**config.mk**
```make
export PLATFORM = sky130hd
export DESIGN_NAME = ecc_strength_sel
export DESIGN_NICKNAME = d
export VERILOG_FILES = /design/src/rtl/ecc_strength_sel.sv
export SDC_FILE = /design/constraint.sdc
export NUM_CORES = 1
export LEC_CHECK = 0
export ABC_AREA = 1
export BUFFER_PORTS_ARGS = -buffer_cell sky130_fd_sc_hd__buf_2
export CAP_MARGIN = 20
export CORE_MARGIN = 4
export CORE_UTILIZATION = 45
export CTS_CLUSTER_SIZE = 16
export DETAILED_ROUTE_END_ITERATION = 12
export GPL_TIMING_DRIVEN = 0
export MAX_ROUTING_LAYER = met4
export PLACE_DENSITY = 0.64
export SLEW_MARGIN = 30
export SYNTH_ARGS = -nofsm -noshare
export SYNTH_HDL_FRONTEND = slang
export SYNTH_SLANG_ARGS = --single-unit
```
**constraint.sdc**
```tcl
create_clock -name clk -period 8.55 [get_ports clk]
set_input_delay 0.4275 -clock clk [delete_from_list [all_inputs] [get_ports clk]]
set_output_delay 0.4275 -clock clk [all_outputs]
set_load 0.02 [all_outputs]
```
**src/rtl/ecc_strength_sel.sv**
```systemverilog
module ecc_strength_sel #(
  parameter int PAGE_W   = 16,
  parameter int OOB_W    = 12,
  parameter int STEP_W   = 16,
  parameter int STR_W    = 8,
  parameter int CHUNK_LG = 10,
  parameter int MIN_OOB  = 64
) (
  input  logic              clk,
  input  logic              rst_n,
  input  logic              start,
  input  logic [PAGE_W-1:0] page_bytes,
  input  logic [OOB_W-1:0]  oob_bytes,
  input  logic [STEP_W-1:0] req_step,
  input  logic [STR_W-1:0]  req_strength,
  output logic              done,
  output logic              error,
  output logic [1:0]        level,
  output logic [5:0]        strength,
  output logic [PAGE_W-CHUNK_LG-1:0] steps,
  output logic [OOB_W-1:0]  oob_per_step
);
  localparam int SW = PAGE_W - CHUNK_LG;
  localparam int DW = PAGE_W + STR_W;
  localparam int CW = $clog2(DW + 1);

  typedef enum logic [1:0] {IDLE, DIV, DOWN} st_t;

  st_t             st;
  logic [1:0]      ph;
  logic [CW-1:0]   cnt;
  logic [DW:0]     rem_q, rem_sh, rem_nx;
  logic [DW-1:0]   quo_q, quo_nx, den_q;
  logic [OOB_W-1:0] oob_q, per_q;
  logic [SW-1:0]   steps_q;
  logic [STR_W-1:0] str_q;
  logic            zero_q;
  logic [1:0]      idx_q;

  wire [SW-1:0] steps_in = SW'(page_bytes >> CHUNK_LG);
  wire          has_req  = (req_step != '0) && (req_strength != '0);
  wire [DW-1:0] product  = DW'(quo_q[PAGE_W-1:0]) * DW'(str_q);
  wire [31:0]   sp_need  = 32'(steps_q) * (idx_q[1] ? 32'd96 : 32'd32);
  wire          fits     = sp_need <= 32'(oob_q);

  function automatic logic [5:0] bits_of(input logic [1:0] i);
    case (i)
      2'd0:    return 6'd4;
      2'd1:    return 6'd8;
      2'd2:    return 6'd40;
      default: return 6'd48;
    endcase
  endfunction

  function automatic logic [1:0] round_up(input logic [DW-1:0] need);
    if (need <= DW'(4))       return 2'd0;
    else if (need <= DW'(8))  return 2'd1;
    else if (need <= DW'(40)) return 2'd2;
    else                      return 2'd3;
  endfunction

  always_comb begin
    rem_sh = {rem_q[DW-1:0], quo_q[DW-1]};
    if (rem_sh >= {1'b0, den_q}) begin
      rem_nx = rem_sh - {1'b0, den_q};
      quo_nx = {quo_q[DW-2:0], 1'b1};
    end else begin
      rem_nx = rem_sh;
      quo_nx = {quo_q[DW-2:0], 1'b0};
    end
  end

  always_ff @(posedge clk or negedge rst_n) begin
    if (!rst_n) begin
      st <= IDLE; ph <= '0; cnt <= '0;
      rem_q <= '0; quo_q <= '0; den_q <= '0;
      oob_q <= '0; per_q <= '0; steps_q <= '0; str_q <= '0;
      zero_q <= 1'b0; idx_q <= '0;
      done <= 1'b0; error <= 1'b0; level <= '0; strength <= '0;
      steps <= '0; oob_per_step <= '0;
    end else begin
      done <= 1'b0;
      case (st)
        IDLE: if (start) begin
          oob_q   <= oob_bytes;
          steps_q <= steps_in;
          str_q   <= req_strength;
          rem_q   <= '0;
          cnt     <= CW'(DW);
          if (oob_bytes < OOB_W'(MIN_OOB) || steps_in == '0) begin
            done <= 1'b1; error <= 1'b1; level <= '0; strength <= '0;
            steps <= '0; oob_per_step <= '0;
          end else if (has_req) begin
            quo_q <= DW'(page_bytes);
            den_q <= DW'(req_step);
            ph    <= 2'd0;
            st    <= DIV;
          end else begin
            idx_q <= 2'd3;
            quo_q <= DW'(oob_bytes);
            den_q <= DW'(steps_in);
            ph    <= 2'd2;
            st    <= DIV;
          end
        end
        DIV: if (cnt != '0) begin
          rem_q <= rem_nx;
          quo_q <= quo_nx;
          cnt   <= cnt - 1'b1;
        end else begin
          rem_q <= '0;
          cnt   <= CW'(DW);
          den_q <= DW'(steps_q);
          case (ph)
            2'd0: begin
              zero_q <= (product == '0);
              quo_q  <= product;
              ph     <= 2'd1;
            end
            2'd1: begin
              idx_q <= zero_q ? 2'd3 : round_up(quo_q);
              quo_q <= DW'(oob_q);
              ph    <= 2'd2;
            end
            default: begin
              per_q <= OOB_W'(quo_q);
              st    <= DOWN;
            end
          endcase
        end
        DOWN: if (fits) begin
          done <= 1'b1; error <= 1'b0; level <= idx_q;
          strength <= bits_of(idx_q);
          steps <= steps_q; oob_per_step <= per_q;
          st <= IDLE;
        end else if (idx_q == 2'd0) begin
          done <= 1'b1; error <= 1'b1; level <= '0; strength <= '0;
          steps <= '0; oob_per_step <= '0;
          st <= IDLE;
        end else begin
          idx_q <= idx_q - 1'b1;
        end
        default: st <= IDLE;
      endcase
    end
  end

  p_done_single_r7: assert property (@(posedge clk) disable iff (!rst_n)
    done |=> !done);

  p_done_idle_r8: assert property (@(posedge clk) disable iff (!rst_n)
    done |-> st == IDLE);

  p_error_zero_r3: assert property (@(posedge clk) disable iff (!rst_n)
    (done && error) |-> (level == 2'd0 && strength == 6'd0 && steps == '0 && oob_per_step == '0));

  p_fit_r6: assert property (@(posedge clk) disable iff (!rst_n)
    (done && !error) |-> 32'(steps) * (level[1] ? 32'd96 : 32'd32) <= 32'(oob_q));

  p_per_step_r2: assert property (@(posedge clk) disable iff (!rst_n)
    (done && !error) |-> 32'(steps) * 32'(oob_per_step) <= 32'(oob_q));

  p_table_r1: assert property (@(posedge clk) disable iff (!rst_n)
    (done && !error) |-> (strength == 6'd4 || strength == 6'd8 || strength == 6'd40 || strength == 6'd48));
endmodule

```
==> out/results.ini <==
[outcome]
status = finished clean

[clock_tree]
htree_levels = 4
clk_pin_slew_ns = 0.07
root_buffer = clkbuf_16
tritoncts = yes
cts_buffers = 17
cts_buffer_depth = 2
cts_sinks = 140
insertion_delay_ns = 0.43

[detailed_routing]
vias = 12290
drtIter0Drc = 801
vias_per_cell = 5.17
dr.pass1.iters = 8
drc_errors = 0
wl_per_cell_um = 16.3
ant_nets = 0
drt-total-wl_um = 38800

[place]
portBuffers = 80
place.gp.congestion = 0.949
hpwl_um = 31100

[die]
die-area_mm2 = 0.0321
floorplan.initialDensity_pct = 45.8
die_y_um = 179
dieWidth_um = 179
io-pin-count = 83
num_rows = 62
core_mm2 = 0.0288

[synth]
synth_cell_type_count = 50
synth-seq-cells = 140
synthTopCellsByCount = nand2_1, inv_1, dfrtp_1
yosysWarnings = 0
yosysSeqAreaShare_pct = 26.6
yosys.cell_count.top_type = nand2_1
synth_edf_count = 0
syn_avg_cell_area_um2 = 7.02
synth_top_area_share_pct = 26.6
synth_area_leaders = dfrtp_1, nand2_1, fa_1
yosys.area.top_type = dfrtp_1
syn_area_mm2 = 0.0132
synthCells = 1879
synth_flop_cell = dfrtp_1
async_reset_ff_share_pct = 100

[hold_path]
whs_path_depth = 3
min_path_type = in2reg

[timing]
finalSetupTns_ns = 0
post-route-period-util_pct = 62.9
finClkSkew_ns = 0.0120
hold_viol = 0
clock.fmax_ghz = 0.186
setup_violations = 0
relSlewSlack_pct = 51.8
fin_crit_ns = 5.38
slew_viol_final = 0
rsz0062_at_grt = false
worst-slew-pin-transition_ns = 0.724

[cells_and_area]
diodes = 0
drive_gt1_share_pct = 7.92
final_nets = 2209
area_growth_pct = 12.1

[job]
maxCapViolations = 0

[setup_path]
cp-end-kind = flip-flop
r2r_cells = 22
arrival_ns = 5.74
worstPathRequired_ns = 8.92
cp_max_fo = 10
critPathKind = reg2reg
critPathLaunchType = flip-flop

[global_routing]
grt_pass1_wl_um = 62600
antenna_found_initial = 0
grt_pass1_vias = 12102
overflow = 0
grt_max_degree = 83
grt_usage_pct = 25.6

stage by stage:
stage	util [%]	setup slack (ns)	hold slack, ns	cell area (um2)	instances
after CTS	51.3	3.20	0.206	14800	2378
after global placement	48.9	3.26	0.464	14100	2344
after global routing	51.3	2.79	0.210	14800	2378
final	51.3	3.17	0.216	14800	2378
after detailed placement	49.0	3.25	0.393	14100	2345
after floorplan	-	4.09	0.132	13200	1880
layout make-up:
type	instances	area (um2)
tap	384	480
buffer	74	342
inverter	392	1470
fill	2929	14000
multi-input combinational	1274	7870
clock inverter	14	231
sequential	140	3500
clock buffer	18	429
timing repair buffer	82	448
timing repair:
action / in CTS / in global routing
hold buffers: 1 / 0
hold endpoints to repair: 58 / 0
resized for setup: 0 / 0
buffers inserted: 0 / 0
critical path, cell delays in order (launching register included):
cell and delay (ns):
dfrtp_1 0.34, clkbuf_1 0.38, clkbuf_1 0.61, nand2_1 0.12
inv_1 0.11, fa_1 0.44, fa_1 0.47, fa_1 0.54
inv_1 0.05, fa_1 0.54, inv_1 0.04, ha_1 0.37
nand2_1 0.11, inv_1 0.05, a21oi_1 0.30, inv_1 0.08
a21oi_1 0.17, nand3b_1 0.14, nand2_1 0.09, nand2_1 0.05
nor2_1 0.08, nand3_1 0.13, nand2_1 0.08
final timing paths:
path	slack (ns)	startpoint	endpoint
min reg2reg	0.48	oob_per_step[5]$_DFFE_PN0P_	oob_per_step[5]$_DFFE_PN0P_
max reg2reg	3.17	str_q[3]$_DFFE_PN0P_	zero_q$_DFFE_PN0P_
max in group asynchronous	7.24	rst_n	quo_q[11]$_DFFE_PN0P_
min	0.22	req_strength[4]	str_q[4]$_DFFE_PN0P_
max	3.17	str_q[3]$_DFFE_PN0P_	zero_q$_DFFE_PN0P_
min in group asynchronous	0.50	rst_n	rem_q[10]$_DFFE_PN0P_
sequential cells by signal, summed over array words and instances (netlist names):
| name | flops |
|---|---|
| level | 2 |
| quo_q | 24 |
| str_q | 8 |
| per_q | 12 |
| oob_q | 12 |
| zero_q | 1 |
| cnt | 5 |
| strength | 4 |
| den_q | 16 |
| idx_q | 2 |
| st | 2 |
| steps | 6 |
| done | 1 |
| rem_q | 24 |
| ph | 2 |
| error | 1 |
| oob_per_step | 12 |
| steps_q | 6 |
cells in the final DEF (no fill, tap or decap), drive strengths merged, types with 2 or more instances in the layout:
cell type  count
a211oi         2
a21boi         2
a21o           2
a21oi         74
a22oi          8
a31oi         12
and2           2
and3           3
buf          101
bufinv         5
clkbuf        72
clkinv         6
conb           2
dfrtp        140
fa            87
ha            86
inv          394
nand2        520
nand3        104
nand3b        11
nand4         25
nor2         139
nor3          13
nor4           9
o211ai         9
o21a           2
o21ai        111
o21bai         2
o22ai         20
o31ai          2
or2            2
xnor2         15
xor2           7
cell families after synthesis:
group | Yosys count | synth area share [%]
compound gates | 248 | 10.5
xor+xnor | 22 | 1.46
fa+ha+maj | 173 | 21.4
buf+inv | 466 | 13.8
flops | 140 | 26.6
other cells | 1 | 0.0284
simple gates | 829 | 26.3
layer usage:
layer | share of wire, % | vias to the layer above | track usage (%)
met5 | 0 | - | -
met4 | 2.3 | 0 | 6.51
met3 | 4.9 | 54 | 2.78
met2 | 48 | 297 | 42.3
met1 | 45 | 5916 | 34.0
li1 | - | 6023 | -
Power is left out: the tool's default activity adds up to more than one toggle a clock period on the data nets, which glitch-free logic cannot reach.
